**src/rtl/prio_int_pkg.sv**
```systemverilog
package prio_int_pkg;

  typedef enum logic [1:0] {
    SEL_NONE,
    SEL_EN,
    SEL_REQ,
    SEL_MASTER
  } reg_sel_e;

  function automatic logic addr_in_window(input logic [7:0] addr,
                                          input logic [7:0] base,
                                          input int unsigned count);
    return (addr >= base) && ({24'd0, addr} < {24'd0, base} + count);
  endfunction

endpackage

```
**src/rtl/int_req_bank.sv**
```systemverilog
module int_req_bank #(
  parameter int GROUPS = 5,
  parameter int GW     = 4,
  localparam int NSRC  = GROUPS * GW
) (
  input  logic              clk,
  input  logic              rst_n,
  input  logic [NSRC-1:0]   pulse,
  input  logic [GROUPS-1:0] en_wr,
  input  logic [GROUPS-1:0] req_wr,
  input  logic [GW-1:0]     wdata,
  input  logic [NSRC-1:0]   ack_clr,
  output logic [NSRC-1:0]   en_flat,
  output logic [NSRC-1:0]   req_flat
);

  for (genvar g = 0; g < GROUPS; g++) begin : g_grp
    logic [GW-1:0] en_q, req_q, sw_clr, hw_clr, set_v;

    assign set_v  = pulse[g*GW +: GW];
    assign hw_clr = ack_clr[g*GW +: GW];
    assign sw_clr = req_wr[g] ? ~wdata : '0;

    always_ff @(posedge clk or negedge rst_n) begin
      if (!rst_n) begin
        en_q  <= '0;
        req_q <= '0;
      end else begin
        if (en_wr[g]) en_q <= wdata;
        req_q <= (req_q & ~sw_clr & ~hw_clr) | set_v;
      end
    end

    assign en_flat[g*GW +: GW]  = en_q;
    assign req_flat[g*GW +: GW] = req_q;
  end

endmodule

```
**src/rtl/int_master_ctl.sv**
```systemverilog
module int_master_ctl (
  input  logic clk,
  input  logic rst_n,
  input  logic sw_wr,
  input  logic sw_val,
  input  logic accept,
  input  logic wdt_pulse,
  input  logic wdt_taken,
  output logic master_en,
  output logic wdt_pend
);

  always_ff @(posedge clk or negedge rst_n) begin
    if (!rst_n) begin
      master_en <= 1'b0;
      wdt_pend  <= 1'b0;
    end else begin
      if (accept)     master_en <= 1'b0;
      else if (sw_wr) master_en <= sw_val;
      wdt_pend <= wdt_pulse | (wdt_pend & ~wdt_taken);
    end
  end

endmodule

```
**src/rtl/int_prio_pick.sv**
```systemverilog
module int_prio_pick #(
  parameter int NSRC   = 20,
  localparam int IDX_W = $clog2(NSRC + 1)
) (
  input  logic [NSRC-1:0]  req,
  input  logic [NSRC-1:0]  en,
  input  logic             master_en,
  input  logic             wdt_pend,
  output logic [NSRC-1:0]  masked,
  output logic             irq,
  output logic [IDX_W-1:0] idx
);

  function automatic logic [IDX_W-1:0] lowest_plus1(input logic [NSRC-1:0] v);
    logic [IDX_W-1:0] r;
    r = '0;
    for (int i = NSRC - 1; i >= 0; i--)
      if (v[i]) r = IDX_W'(i + 1);
    return r;
  endfunction

  assign masked = req & en;
  assign irq    = wdt_pend | (master_en & (|masked));
  assign idx    = wdt_pend ? '0 : lowest_plus1(masked);

endmodule

```
**src/rtl/prio_int_ctrl.sv**
```systemverilog
module prio_int_ctrl #(
  parameter int          GROUPS    = 5,
  parameter int          GW        = 4,
  parameter logic [7:0]  EN_BASE   = 8'h50,
  parameter logic [7:0]  REQ_BASE  = 8'h58,
  parameter logic [7:0]  MASTER_AD = 8'h5F,
  localparam int NSRC  = GROUPS * GW,
  localparam int IDX_W = $clog2(NSRC + 1)
) (
  input  logic             clk,
  input  logic             rst_n,
  input  logic [19:0]      src_pulse,
  input  logic             wdt_pulse,
  input  logic             bus_wr,
  input  logic [7:0]       bus_addr,
  input  logic [3:0]       bus_wdata,
  output logic [3:0]       bus_rdata,
  output logic             cpu_irq,
  output logic [4:0]       cpu_idx,
  input  logic             cpu_ack
);
  import prio_int_pkg::*;

  logic [NSRC-1:0]   en_flat, req_flat, masked_vec, ack_clr_vec;
  logic [GROUPS-1:0] en_wr_vec, req_wr_vec;
  logic              master_en, wdt_pend, accept_fire, master_wr, en_wr_any;
  logic [IDX_W-1:0]  idx_w;
  logic [7:0]        grp_off;
  reg_sel_e          rd_sel;

  always_comb begin
    if (bus_addr == MASTER_AD)                             rd_sel = SEL_MASTER;
    else if (addr_in_window(bus_addr, EN_BASE, GROUPS))    rd_sel = SEL_EN;
    else if (addr_in_window(bus_addr, REQ_BASE, GROUPS))   rd_sel = SEL_REQ;
    else                                                   rd_sel = SEL_NONE;
  end

  assign grp_off = (rd_sel == SEL_EN) ? bus_addr - EN_BASE : bus_addr - REQ_BASE;

  for (genvar g = 0; g < GROUPS; g++) begin : g_dec
    assign en_wr_vec[g]  = bus_wr && (rd_sel == SEL_EN)  && (grp_off == 8'(g));
    assign req_wr_vec[g] = bus_wr && (rd_sel == SEL_REQ) && (grp_off == 8'(g));
  end

  assign master_wr   = bus_wr && (rd_sel == SEL_MASTER);
  assign en_wr_any   = |en_wr_vec;
  assign accept_fire = cpu_ack && cpu_irq;
  assign ack_clr_vec = (accept_fire && idx_w != '0) ? (NSRC'(1) << (idx_w - 1'b1)) : '0;

  always_comb begin
    bus_rdata = '0;
    for (int g = 0; g < GROUPS; g++) begin
      if (grp_off == 8'(g)) begin
        if (rd_sel == SEL_EN)  bus_rdata = en_flat[g*GW +: GW];
        if (rd_sel == SEL_REQ) bus_rdata = req_flat[g*GW +: GW];
      end
    end
    if (rd_sel == SEL_MASTER) bus_rdata = {3'b000, master_en};
  end

  int_req_bank #(.GROUPS(GROUPS), .GW(GW)) u_bank (
    .clk(clk), .rst_n(rst_n), .pulse(src_pulse[NSRC-1:0]),
    .en_wr(en_wr_vec), .req_wr(req_wr_vec), .wdata(bus_wdata),
    .ack_clr(ack_clr_vec), .en_flat(en_flat), .req_flat(req_flat)
  );

  int_master_ctl u_master (
    .clk(clk), .rst_n(rst_n), .sw_wr(master_wr), .sw_val(bus_wdata[0]),
    .accept(accept_fire), .wdt_pulse(wdt_pulse),
    .wdt_taken(accept_fire && idx_w == '0),
    .master_en(master_en), .wdt_pend(wdt_pend)
  );

  int_prio_pick #(.NSRC(NSRC)) u_pick (
    .req(req_flat), .en(en_flat), .master_en(master_en), .wdt_pend(wdt_pend),
    .masked(masked_vec), .irq(cpu_irq), .idx(idx_w)
  );

  assign cpu_idx = 5'(idx_w);

endmodule

```
**config.mk**
```make
export PLATFORM = sky130hd
export DESIGN_NAME = prio_int_ctrl
export DESIGN_NICKNAME = d
export VERILOG_FILES = /design/src/rtl/prio_int_pkg.sv /design/src/rtl/int_req_bank.sv /design/src/rtl/int_master_ctl.sv /design/src/rtl/int_prio_pick.sv /design/src/rtl/prio_int_ctrl.sv
export SDC_FILE = /design/constraint.sdc
export NUM_CORES = 1
export LEC_CHECK = 0
export ABC_AREA = 1
export ABC_CLOCK_PERIOD_IN_PS = 3540
export BUFFER_PORTS_ARGS = -buffer_cell sky130_fd_sc_hd__buf_2
export CORE_AREA = 2 2 64 90
export DETAILED_ROUTE_END_ITERATION = 12
export DIE_AREA = 0 0 66 92
export PLACE_DENSITY = 0.86
export RECOVER_POWER = 100
export REMOVE_ABC_BUFFERS = 1
export SYNTH_ARGS = -nofsm -noshare
export SYNTH_HDL_FRONTEND = slang
export SYNTH_SLANG_ARGS = --single-unit
```
**constraint.sdc**
```tcl
create_clock -name clk -period 3.54 [get_ports clk]
set_input_delay 0.708 -clock clk [delete_from_list [all_inputs] [get_ports clk]]
set_output_delay 0.708 -clock clk [all_outputs]
set_load 0.1 [all_outputs]
```
== Yosys cells after proc, flatten, opt, wreduce, memory -nomap -nowiden ==
Index checks and enable logic that the tools add are counted.
Word-level totals
  flip-flop bits (word level): 42
  input bits: 37
  output and inout port bits: 10
  logic and storage cells: 132
Operators by class
  $add $sub $neg: 3
  order comparisons: 4
  eq/ne operators: 8
  shift-type cells: 1
  mux-type cells: 49
  bitwise operators: 32
  reduce and logical (&&, ||, !) cells: 23
Operator list (count)
  5-bit two-way mux: 21
  4-bit two-way mux: 21
  4-bit inverter: 11
  4-bit bitwise AND: 10
  20-bit bitwise AND: 1
  20-bit two-way mux: 1
  4-bit OR: 5
  20-bit OR reduction: 1
  1-bit by 5-bit left shift with 20-bit output, first input constant: 1
  1-bit logical AND: 18
  8-bit by 2-bit equality test with 1-bit output, second input constant: 2
  8-bit by 7-bit >= comparator with 1-bit output, second input constant: 2
  8-bit by 7-bit < comparator with 1-bit output, second input constant: 2
  8-bit by 7-bit subtractor with 8-bit output, second input constant: 2
  8-bit by 1-bit equality test with 1-bit output, second input constant: 1
  8-bit by 3-bit equality test with 1-bit output, second input constant: 1
  8-bit by 7-bit equality test with 1-bit output, second input constant: 1
  8-bit zero test: 1
  8-bit two-way mux: 1
  2-bit two-way mux: 3
  5-bit zero test: 1
  5-bit nonzero test: 1
  5-bit by 1-bit subtractor with 5-bit output, second input constant: 1
  2-bit equality test, second input constant: 2
  other kinds (6): 9

== Logic depth before layout (Yosys ltp) ==
Gate-level depths: netlist (run 1).
  word-level depth: 28
  gate-level depth with buffers: 26
  depth with buffers taken out: 26

== By module ==
Synthesis (run 1) repeated with hierarchy kept, for this count alone.
Unflattened totals
  cells, all modules: 539
  area total of the unflattened synthesis: 3294.4 um^2
By module, submodules not included
  int_req_bank: instances 1, cells an instance 209, area an instance 1697.9 um^2, sequential area each 1001.0 um^2
  prio_int_ctrl: instances 1, cells an instance 229, area an instance 1102.3 um^2, sequential area each 0.0 um^2
  int_prio_pick: instances 1, cells an instance 92, area an instance 412.9 um^2, sequential area each 0.0 um^2
  int_master_ctl: instances 1, cells an instance 9, area an instance 81.3 um^2, sequential area each 50.0 um^2

== Least setup slack after synthesis (run 1) ==
OpenSTA, ideal clock, no wires.
  path type: in2out
  from: input port bus_addr[4]
  to: output port bus_rdata[0]
  arrival time: 3.135 ns
  slack: -0.303 ns
  stages: 12
  path buffers: 0
  cells stage by stage: inv_1 ha_1 or2_2 o21ai_1 nand2_1 xor2_1 or2_1 inv_2 nand2_2 nor2_4 a221oi_1 nand4_1
Between the ends
  cells in the longest elaborated chain, start to end: 22
  elaborated cells between the ends (all ways): 37
  classes of those cells: add/sub (2); order compare (4); eq/ne (8); mux (20); reduce/logical (3)
Ends and longest elaborated chain
  from (decl): RTL line prio_int_ctrl.sv:15  | input logic [7:0] bus_addr,
  8-bit by 7-bit >= comparator with 1-bit output or 8-bit by 7-bit < comparator with 1-bit output (tied branches): RTL line prio_int_pkg.sv:13  | return (addr >= base) && ({24'd0, addr} < {24'd0, base} + count);
  1-bit logical AND: RTL line prio_int_pkg.sv:13
  2-bit two-way mux: RTL line prio_int_ctrl.sv:34  | else if (addr_in_window(bus_addr, REQ_BASE, GROUPS)) rd_sel = SEL_REQ;
  2-bit two-way mux: RTL line prio_int_ctrl.sv:33  | else if (addr_in_window(bus_addr, EN_BASE, GROUPS)) rd_sel = SEL_EN;
  2-bit two-way mux: RTL line prio_int_ctrl.sv:32  | if (bus_addr == MASTER_AD) rd_sel = SEL_MASTER;
  2-bit by 1-bit equality test with 1-bit output: RTL line prio_int_ctrl.sv:38, prio_int_ctrl.sv:54
  8-bit two-way mux or 4-bit two-way mux (tied branches): RTL line prio_int_ctrl.sv:38, prio_int_ctrl.sv:54
  8-bit zero test or 4-bit two-way mux (tied branches): RTL line prio_int_ctrl.sv:53, prio_int_ctrl.sv:55
  [6 not listed]
  4-bit two-way mux: RTL line prio_int_ctrl.sv:53  | if (grp_off == 8'(g)) begin
  4-bit two-way mux: RTL line prio_int_ctrl.sv:54  | if (rd_sel == SEL_EN) bus_rdata = en_flat[g*GW +: GW];
  4-bit two-way mux: RTL line prio_int_ctrl.sv:55  | if (rd_sel == SEL_REQ) bus_rdata = req_flat[g*GW +: GW];
  4-bit two-way mux: RTL line prio_int_ctrl.sv:53
  4-bit two-way mux: RTL line prio_int_ctrl.sv:54
  4-bit two-way mux: RTL line prio_int_ctrl.sv:55
  4-bit two-way mux: RTL line prio_int_ctrl.sv:53
  4-bit two-way mux *: RTL line prio_int_ctrl.sv:58  | if (rd_sel == SEL_MASTER) bus_rdata = {3'b000, master_en};
  to (decl): RTL line prio_int_ctrl.sv:17  | output logic [3:0] bus_rdata,
Mark *: on every way between the ends. The rest lies on a longest branch, timed or not.

== Worst setup path in the final report (run 1) ==
  from: input port bus_addr[5]
  to: output port bus_rdata[1]
Same word-level chain as after synthesis.

==> results of run 1 <==
through the flow:
stage	cell area [µm²]	TNS, ns	instances	power, W	utilization (%)
global route	3670	-0.377	552	0.00121	68.5
CTS	3570	0	547	0.00114	66.5
finish	3670	-0.0344	552	0.00116	68.5
global placement	3330	-0.00276	535	0.000742	62.1
floorplan	2860	-4.35	408	0.000663	-
detailed placement	3330	-0.537	535	0.000748	62.1
metal layers:
metal | share of wire, % | vias up | track usage [%]
met4 | 6.3 | 0 | 16.5
met2 | 50 | 202 | 54.6
met3 | 7.5 | 60 | 3.80
met1 | 36 | 1483 | 36.9
li1 | - | 1535 | -
met5 | 0 | - | 0
logic make-up after synthesis:
family | after synthesis
buffers and inverters | 51
DFF | 42
adders and majority gates | 4
xor gates and xnor gates | 1
and+or+nand+nor | 233
AOI/OAI and AO/OA | 85
final cells by class:
cell class | count | area (µm²)
clock buffers | 5 | 68.8
multi-input cells | 323 | 1780
well taps | 68 | 85.1
flip-flops and latches | 42 | 1050
fillers | 466 | 1690
clock inverters | 3 | 40.0
inverters | 43 | 169
repair buffers | 68 | 484
sequential cells by signal (all words and copies together), names as in the netlist:
| signal | flops |
|---|---|
| u_master.master_en | 1 |
| u_bank.g_grp.req_q | 20 |
| u_master.wdt_pend | 1 |
| u_bank.g_grp.en_q | 20 |
what timing repair did:
item                       CTS  global route
pin swaps                   12            18
buffers inserted             4             5
resized for setup           26            21
setup endpoints to repair    4             5
final timing paths:
| path | endpoint | slack [ns] | cells after the start |
|---|---|---|---|
| max in group asynchronous | u_bank.g_grp[1].en_q[1] | 1.21 | 1 |
| max | bus_rdata[1] | -0.02 | 15 |
| max reg2reg | u_bank.g_grp[2].req_q[0] | 0.80 | 11 |
| min | u_bank.g_grp[0].en_q[2] | 0.53 | 2 |
| min reg2reg | u_bank.g_grp[0].en_q[2] | 0.53 | 2 |
| min in group asynchronous | u_bank.g_grp[4].en_q[0] | 1.06 | 1 |
synthesized netlist by cell type (5+ instances only):
| cell type | number |
|---|---|
| a21oi_1 | 6 |
| a32o_1 | 10 |
| clkbuf_1 | 7 |
| dfrtp_1 | 42 |
| inv_1 | 36 |
| inv_2 | 5 |
| nand2_1 | 133 |
| nand3_1 | 32 |
| nand4_1 | 14 |
| nor2_1 | 36 |
| o211ai_1 | 5 |
| o21ai_0 | 17 |
| o21ai_1 | 21 |
| o21bai_1 | 16 |
power breakdown:
group | switching (W) | leakage [nW] | internal (W)
Sequential | 0.00000729 | 0.478 | 0.000488
Clock | 0.000180 | 0.0579 | 0.000208
Combinational | 0.000193 | 1.29 | 0.0000854
Total | 0.000380 | 1.82 | 0.000781
critical path, cell delays in order:
cell and delay, ns:
buf_8 0.10, buf_4 0.12, buf_4 0.14, a211oi_2 0.30, nand2_2 0.13, xor2_2 0.17
or2_1 0.23, inv_2 0.13, nand2_4 0.08, nor2_4 0.18, a22oi_2 0.12, nand3_1 0.08
o21ai_1 0.06, inv_1 0.10, buf_12 0.18
==> reports/metrics.cfg, run 1 <==
[power]
leakage_nw=1.82
irDropWorstVdd_v=0.000285
power_density_mw_per_mm2=316

[place]
gp_routability_congestion=0.999
portBuffers=46
hpwl_um=6740
post-place-ws_ns=-0.183

[synth]
ys_warn_count=0
ys.flop_type=dfrtp_1
synth-seq-area-share_pct=36.4
synthTopCellsByArea=dfrtp_1, nand2_1, nand3_1
synth_edf_count=0
synth_top_family_by_area=simple AND/OR/NAND/NOR gates
yosysTopAreaCellShare_pct=36.4
avgSynthCellArea_um2=6.95
postSynthCellCount=416
netlist_area_mm2=0.00289
yosys_register_bits=42
synthAdderAreaFrac_pct=1.73
synth_top_area_cell=dfrtp_1
ys_async_sr_fraction_pct=100
synth_xor_area_share_pct=0.303
synth_compound_area_share_pct=19.6
synth_mux_area_share_pct=0
yosys.area_share.simple_pct=35.2
ys_types=31

[sta]
rsz0062_at_grt=true
worst_slack_ns=-0.0194
slew_headroom_pct=-48.1
skew_ns=0.0108
final-max-slew-violation-count=43
period_needed_ns=3.56
fmax_mhz=281
finalHoldViolCount=0
fin_crit_sh_pct=101
hold-worst-slack_ns=0.526
worstMarginPinSlew_ns=2.22
setup_violations=2

[clock_tree]
cts_buffers=5
cts.clk_slew.worst_paths_ns=0.09
cts_tree=done
cts.path.max_buffers=2
postCtsHoldBufs=0
htree_levels=2
clk-insertion-delay-late_ns=0.30
cts_root_buf=clkbuf_8
clock_sinks=42

[setup_path]
cp-start-kind=input port
crit_arrival_ns=2.85
critPathCaptureType=primary output
worstPathRequired_ns=2.83
r2r-start=u_bank.g_grp[2].req_q[3]
path_class=input port to primary output
cp_max_fo=5
worstSetupStartpoint=bus_addr[5]

[routing]
postRouteAntennaNets=0
routedWlPerCell_um=16.9
via_per_inst=5.94
drc=0
wirelength_um=9340
first_pass_iters=7
drtIter0Drc=232
via_count=3280

[hold_path]
min_from=u_bank.g_grp[0].en_q[2]
hold_class=flip-flop to flip-flop

[status]
status=finished, violations left
violations=capacitance limit, slew limit, setup timing

[grt]
grt_pass1_vias=3155
grt_antenna_before_repair=0
track_usage_pct=31.4
grt_max_degree=43
grt_pass1_wl_um=14700
grt_overflow=0

[run]
maxCapViolations=1

[die]
rows=32
die_x_um=66
core-area_mm2=0.00537
io_pins=47
start_util_pct=53.9
dieArea_mm2=0.00607
fp.dieH_um=92

[finish]
final_common_cell=nand2_1
drive_gt1_share_pct=23.8
n_antenna_cell=0
fin_nets=524
area_delta_synth_final_pct=27.1
final_cell_mix=nand2_1, dfrtp_1, buf_2

(Power assumes the default switching activity.)
==> inputs of run 2 (changes only) <==
--- a/config.mk
+++ b/config.mk
@@ -8,12 +8,11 @@
 export ABC_AREA = 1
 export ABC_CLOCK_PERIOD_IN_PS = 3540
 export BUFFER_PORTS_ARGS = -buffer_cell sky130_fd_sc_hd__buf_2
-export CORE_AREA = 2 2 64 90
+export CORE_AREA = 2 2 67 85
 export DETAILED_ROUTE_END_ITERATION = 12
-export DIE_AREA = 0 0 66 92
-export PLACE_DENSITY = 0.86
+export DIE_AREA = 0 0 69 87
+export PLACE_DENSITY = 0.87
 export RECOVER_POWER = 100
-export REMOVE_ABC_BUFFERS = 1
 export SYNTH_ARGS = -nofsm -noshare
 export SYNTH_HDL_FRONTEND = slang
 export SYNTH_SLANG_ARGS = --single-unit
==> run 2 against run 1 <==
The flow still finishes with violations (capacitance limit, slew limit, setup timing). Flip-flop and latch count is the same. Setup slack worse by 0.0045 ns. Register-to-register slack better by 0.10 ns. Critical path type unchanged.
==> reports/metrics.cfg, run 2 (synthesis gave the netlist of run 1 again) <==
[finish]
drive_gt1_share_pct=27.0  ; was 23.8%
top_regs=u_bank.g_grp.en_q (20), u_bank.g_grp.req_q (20)  ; unchanged
final_util_pct=72.4  ; was 68.5%
final_area_mm2=0.00381  ; was 0.00367 mm²
final_common_cell=nand2_1  ; unchanged
final_cell_mix=nand2_1, dfrtp_1, buf_2  ; unchanged
fin_nets=537  ; was 524
n_antenna_cell=0  ; unchanged
area_delta_synth_final_pct=31.7  ; was 27.1%

[grt]
grt_pass1_wl_um=15000  ; was 14,700 µm
grt_overflow=0  ; unchanged
grt_antenna_before_repair=0  ; unchanged
grt_pass1_vias=3186  ; was 3,155
track_usage_pct=31.5  ; was 31.4%
grt_max_degree=43  ; unchanged

[clock_tree]
cts_tree=done  ; unchanged
cts.path.max_buffers=2  ; unchanged
cts_buffers=5  ; unchanged
cts_root_buf=clkbuf_8  ; unchanged
postCtsHoldBufs=0  ; unchanged
clk-insertion-delay-late_ns=0.29  ; was 0.30 ns
cts.clk_slew.worst_paths_ns=0.07  ; was 0.09 ns
htree_levels=2  ; unchanged
clock_sinks=42  ; unchanged

[setup_path]
crit_arrival_ns=2.86  ; was 2.85 ns
critPathCaptureType=primary output  ; unchanged
cp_max_fo=6  ; was 5
path_cells=buf_2, nor2_4, nand2_2, a21oi_4, a211oi_4, nand2_4, xor2_2, or2_1, inv_2, nand2_4, nor2_4, o211ai_1, nand3_1, o21ai_2, clkinvlp_4, buf_12  ; was buf_8, buf_4, buf_4, a211oi_2, nand2_2, xor2_2, or2_1, inv_2, nand2_4, nor2_4, a22oi_2, nand3_1, o21ai_1, inv_1, buf_12
cp_slowest_cell=a211oi_4  ; was a211oi_2
path_class=input port to primary output  ; unchanged
critical-path-top-delay-family=simple AND/OR/NAND/NOR gates  ; was buffers and inverters
worstPathRequired_ns=2.83  ; about the same
cp_num_buf_inv=4  ; was 6
worst_path_largest_cell_delay_ns=0.25  ; was 0.30 ns
cp-start-kind=input port  ; unchanged

[routing]
first_pass_iters=5  ; was 7
postRouteAntennaNets=0  ; unchanged
drtIter0Drc=252  ; was 232
drc=0  ; unchanged
wirelength_um=9580  ; was 9340 µm
routedWlPerCell_um=17.1  ; was 16.9 µm
via_per_inst=5.92  ; was 5.94
via_count=3321  ; was 3,280

[sta]
slew_headroom_pct=-50.9  ; was -48.1%
setup_violations=2  ; unchanged
final-max-slew-violation-count=43  ; unchanged
worstMarginPinSlew_ns=2.26  ; was 2.22 ns
fmax_mhz=281  ; about the same
skew_ns=0.00557  ; was 0.0108 ns
finalHoldViolCount=0  ; unchanged
worst_slack_ns=-0.0239  ; was -0.0194 ns
period_needed_ns=3.56  ; about the same
fin_crit_sh_pct=101  ; about the same
rsz0062_at_grt=true  ; unchanged

[power]
fin_total_pwr_w=0.00115  ; was 0.00116 W
irDropWorstVdd_v=0.000287  ; was 0.000285 V
leakage_nw=1.88  ; was 1.82 nW
power_density_mw_per_mm2=301  ; was 316 mW/mm²

[die]
rows=30  ; was 32
die_x_um=69  ; was 66 µm
dieArea_mm2=0.00600  ; was 0.00607 mm²
io_pins=47  ; unchanged
start_util_pct=55.0  ; was 53.9%
core-area_mm2=0.00526  ; was 0.00537 mm²
fp.dieH_um=87  ; was 92 µm

[run]
maxCapViolations=1  ; unchanged

[status]
violations=capacitance limit, slew limit, setup timing  ; unchanged
status=finished, violations left  ; unchanged

[place]
hpwl_um=6760  ; was 6740 µm
post-place-ws_ns=-0.107  ; was -0.183 ns
gp_routability_congestion=1.01  ; was 0.999
portBuffers=46  ; unchanged
placed_cell_area_mm2=0.00340  ; was 0.00333 mm²

[synth]
synth.net_count=457

[hold_path]
hold_class=flip-flop to flip-flop  ; unchanged

## run 2: repair_timing
action,CTS,global route
gates cloned,0,0
setup buffers,3,14
setup endpoints to repair,4,5
pin swaps,10,17
resized for setup,16,26
## run 2: power by group
group          total, W  switching [W]  internal (W)
clock          0.000359       0.000162      0.000197
sequential     0.000495     0.00000700      0.000488
combinational  0.000291       0.000198     0.0000929
## run 2: worst paths after layout
check | start | endpoint | slack, ns | depth (start not counted)
setup / recovery | bus_addr[7] | bus_rdata[1] | -0.02 | 16
hold / removal | u_bank.g_grp[3].en_q[2] | u_bank.g_grp[3].en_q[2] | 0.52 | 2
setup reg to reg | u_bank.g_grp[4].en_q[2] | u_bank.g_grp[3].req_q[1] | 0.90 | 25
hold reg to reg | u_bank.g_grp[3].en_q[2] | u_bank.g_grp[3].en_q[2] | 0.52 | 2
max in group asynchronous | rst_n | u_bank.g_grp[3].req_q[3] | 1.16 | 1
min in group asynchronous | rst_n | u_bank.g_grp[1].req_q[1] | 1.08 | 1
## run 2: per-stage QoR
step | TNS, ns | hold WS, ns | cells
after global placement | -0.0227 | 0.493 | 536
final | -0.0272 | 0.520 | 561
after detailed placement | -0.188 | 0.500 | 536
after global routing | -0.403 | 0.563 | 561
after floorplan | -0.182 | 0.412 | 416
after CTS | 0 | 0.520 | 547
## run 2: layer usage
| metal | vias to the layer above | share of wire (%) | wire length (µm) | GRT usage, % |
|---|---|---|---|---|
| met5 | - | 0 | 0 | 0 |
| met4 | 0 | 4.7 | 450 | 16.2 |
| met3 | 40 | 6.8 | 652 | 3.82 |
| met2 | 194 | 50 | 4830 | 55.2 |
| met1 | 1524 | 38 | 3660 | 38.2 |
| li1 | 1563 | - | - | - |
## run 2: worst reg2reg max path: cells and delay by family (launching register included)
kind / cells / cell delay [ns]
and+or+nand+nor: 23 / 1.96
DFF: 1 / 0.41
AOI/OAI and AO/OA: 1 / 0.14
buffers and inverters: 1 / 0.05
## run 2: final cells by class
type | instances | area (µm²)
multi-input combinational | 323 | 1810
clock buffer | 8 | 110
tap | 64 | 80.1
fill | 381 | 1450
sequential | 42 | 1050
timing repair buffer | 81 | 584
inverter | 43 | 174
==> inputs of run 3 (changes only) <==
--- a/config.mk
+++ b/config.mk
@@ -8,11 +8,12 @@
 export ABC_AREA = 1
 export ABC_CLOCK_PERIOD_IN_PS = 3540
 export BUFFER_PORTS_ARGS = -buffer_cell sky130_fd_sc_hd__buf_2
-export CORE_AREA = 2 2 67 85
+export CORE_AREA = 2 2 90 114
 export DETAILED_ROUTE_END_ITERATION = 12
-export DIE_AREA = 0 0 69 87
-export PLACE_DENSITY = 0.87
+export DIE_AREA = 0 0 92 116
+export PLACE_DENSITY = 0.6
 export RECOVER_POWER = 100
 export SYNTH_ARGS = -nofsm -noshare
 export SYNTH_HDL_FRONTEND = slang
+export SYNTH_HIERARCHICAL = 1
 export SYNTH_SLANG_ARGS = --single-unit
==> run 3 against run 2 <==
The run ends with capacitance limit, slew limit left. Utilization decreased by 33 points. Largest power group is now the clock network. Non-clock buffer count down 32. Synthesized area rose by 12%. Cell count grew 24%. Total power rose by 5.9%. Global-route usage decreased by 13 points. Sequential power hardly changed.
==> reports/metrics.cfg, run 3 <==
[status]
status=finished, violations left  ; unchanged
violations=capacitance limit, slew limit  ; was capacitance limit, slew limit, setup timing

[clock_tree]
cts_buffers=5  ; unchanged
htree_levels=2  ; unchanged
postCtsHoldBufs=0  ; unchanged
cts.path.max_buffers=2  ; unchanged
clock_sinks=42  ; unchanged
cts_root_buf=clkbuf_16  ; was clkbuf_8
cts.clk_slew.worst_paths_ns=0.06  ; was 0.07 ns
clk-insertion-delay-late_ns=0.29  ; about the same
cts_tree=done  ; unchanged

[die]
rows=40  ; was 30
start_util_pct=34.0  ; was 55.0%
io_pins=47  ; unchanged
die_x_um=92  ; was 69 µm
fp.dieH_um=116  ; was 87 µm
core-area_mm2=0.00951  ; was 0.00526 mm²
dieArea_mm2=0.0107  ; was 0.00600 mm²

[finish]
final.fill_count=1045  ; was 381
final_common_cell=nand2_1  ; unchanged
fin_nets=611  ; was 537
area_delta_synth_final_pct=17.3  ; was 31.7%
final_cell_mix=nand2_1, nor2_1, inv_1  ; was nand2_1, dfrtp_1, buf_2
drive_gt1_share_pct=17.7  ; was 27.0%
n_antenna_cell=0  ; unchanged
top_regs=u_bank/g_grp.en_q (20), u_bank/g_grp.req_q (20)  ; was u_bank.g_grp.en_q (20), u_bank.g_grp.req_q (20)

[routing]
first_pass_iters=5  ; unchanged
wirelength_um=9550  ; was 9580 µm
drtIter0Drc=346  ; was 252
via_per_inst=4.81  ; was 5.92
postRouteAntennaNets=0  ; unchanged
via_count=3354  ; was 3,321
drc=0  ; unchanged
routedWlPerCell_um=13.7  ; was 17.1 µm

[setup_path]
path_cells=buf_2, inv_2, ha_1, nand2_1, nor2_4, nor2_4, nand3_4, nand2_1, nand3_4, nor2_4, nand3_1, a21oi_1, nand3_1, buf_12  ; was buf_2, nor2_4, nand2_2, a21oi_4, a211oi_4, nand2_4, xor2_2, or2_1, inv_2, nand2_4, nor2_4, o211ai_1, nand3_1, o21ai_2, clkinvlp_4, buf_12
worst_path_largest_cell_delay_ns=0.20  ; was 0.25 ns
path_class=input port to primary output  ; unchanged
critPathCaptureType=primary output  ; unchanged
cp-start-kind=input port  ; unchanged
worstPathRequired_ns=2.83  ; about the same
path_common_cell=nor2_4
crit_arrival_ns=2.68  ; was 2.86 ns
cp_max_fo=5  ; was 6
cp_slowest_cell=nor2_4  ; was a211oi_4

[synth]
synth.net_count=564  ; was 457
netlist_area_mm2=0.00323  ; was 0.00289 mm²
ys_warn_count=6  ; was 0
postSynthCellCount=523  ; was 416
avgSynthCellArea_um2=6.18  ; was 6.95 µm²

[sta]
skew_ns=0.00418  ; was 0.00557 ns
fin_crit_sh_pct=95.8  ; was 101%
rsz0062_at_grt=false  ; was true
period_needed_ns=3.39  ; was 3.56 ns
worstMarginPinSlew_ns=2.39  ; was 2.26 ns
slew_headroom_pct=-59.5  ; was -50.9%
final-max-slew-violation-count=43  ; unchanged
fmax_mhz=295  ; was 281 MHz
finalHoldViolCount=0  ; unchanged
fin_tns_setup_ns=0  ; was -0.0272 ns
setup_violations=0  ; was 2

[power]
leakage_nw=2.10  ; was 1.88 nW
fin_total_pwr_w=0.00121  ; was 0.00115 W
irDropWorstVdd_v=0.000193  ; was 0.000287 V
power_density_mw_per_mm2=320  ; was 301 mW/mm²

[place]
gp_routability_congestion=0.936  ; was 1.01
hpwl_um=7500  ; was 6760 µm
portBuffers=46  ; unchanged

[grt]
grt_max_degree=43  ; unchanged
track_usage_pct=18.6  ; was 31.5%
grt_overflow=0  ; unchanged
grt_pass1_wl_um=15300  ; was 15,000 µm
grt_antenna_before_repair=0  ; unchanged
grt_pass1_vias=3098  ; was 3,186

[hold_path]
hold_class=flip-flop to flip-flop  ; unchanged

[run]
maxCapViolations=1  ; unchanged

[run 3: per-layer routing]
layer | GRT usage, % | share of wire, % | vias to the layer above
met2 | 32.3 | 48 | 126
met3 | 2.41 | 4.1 | 27
met4 | 9.05 | 3.9 | 0
met5 | 0 | 0 | -
met1 | 22.8 | 44 | 1509
li1 | - | - | 1692
[run 3: final timing paths]
path | startpoint | endpoint | slack, ns | cells after the start
min | u_master/master_en | u_master/master_en | 0.56 | 2
max | bus_addr[5] | bus_rdata[2] | 0.15 | 14
max reg2reg | u_bank/g_grp[4].req_q[1] | u_bank/g_grp[3].req_q[1] | 0.35 | 32
min in group asynchronous | rst_n | u_bank/g_grp[1].req_q[0] | 1.15 | 1
max in group asynchronous | rst_n | u_bank/g_grp[4].req_q[1] | 1.03 | 1
min reg2reg | u_master/master_en | u_master/master_en | 0.56 | 2
[run 3: power by group]
| group | internal, W | switching, W | total (W) |
|---|---|---|---|
| clock | 0.000330 | 0.000188 | 0.000518 |
| sequential | 0.000486 | 0.00000652 | 0.000492 |
| combinational | 0.0000523 | 0.000150 | 0.000202 |
[run 3: timing repair]
action,in CTS,in global routing
setup endpoints to repair,0,4
setup buffers,0,2
resized for setup,0,4
[run 3: critical path: cells and delay by family]
family                     cells  cell delay (ns)
AOI/OAI and AO/OA              1             0.20
buffers and inverters          3             0.37
and+or+nand+nor                9             1.22
adders and majority gates      1             0.19
[run 3: area by class of cell]
cell class / count / area [µm²] / area share, %
Multi-Input combinational cell: 385 / 1810 / 47.7
Sequential cell: 42 / 1050 / 27.7
Inverter: 86 / 327 / 8.61
Timing Repair Buffer: 49 / 278 / 7.32
Tap cell: 126 / 158 / 4.15
Clock buffer: 5 / 125 / 3.30
Clock inverter: 3 / 40.0 / 1.06
Timing Repair inverter: 1 / 7.51 / 0.198
[run 3: metrics by stage]
| stage | setup slack, ns | utilization, % | hold slack, ns | area (µm²) | std cells |
|---|---|---|---|---|---|
| after CTS | 0.0790 | 40.0 | 0.562 | 3800 | 694 |
| after detailed placement | 0.0781 | 38.2 | 0.547 | 3640 | 686 |
| final | 0.150 | 39.9 | 0.558 | 3790 | 697 |
| after global routing | 0.00376 | 39.9 | 0.601 | 3790 | 697 |
| after global placement | 0.172 | 38.2 | 0.549 | 3640 | 686 |
| after floorplan | 0.0155 | - | 0.412 | 3260 | 523 |
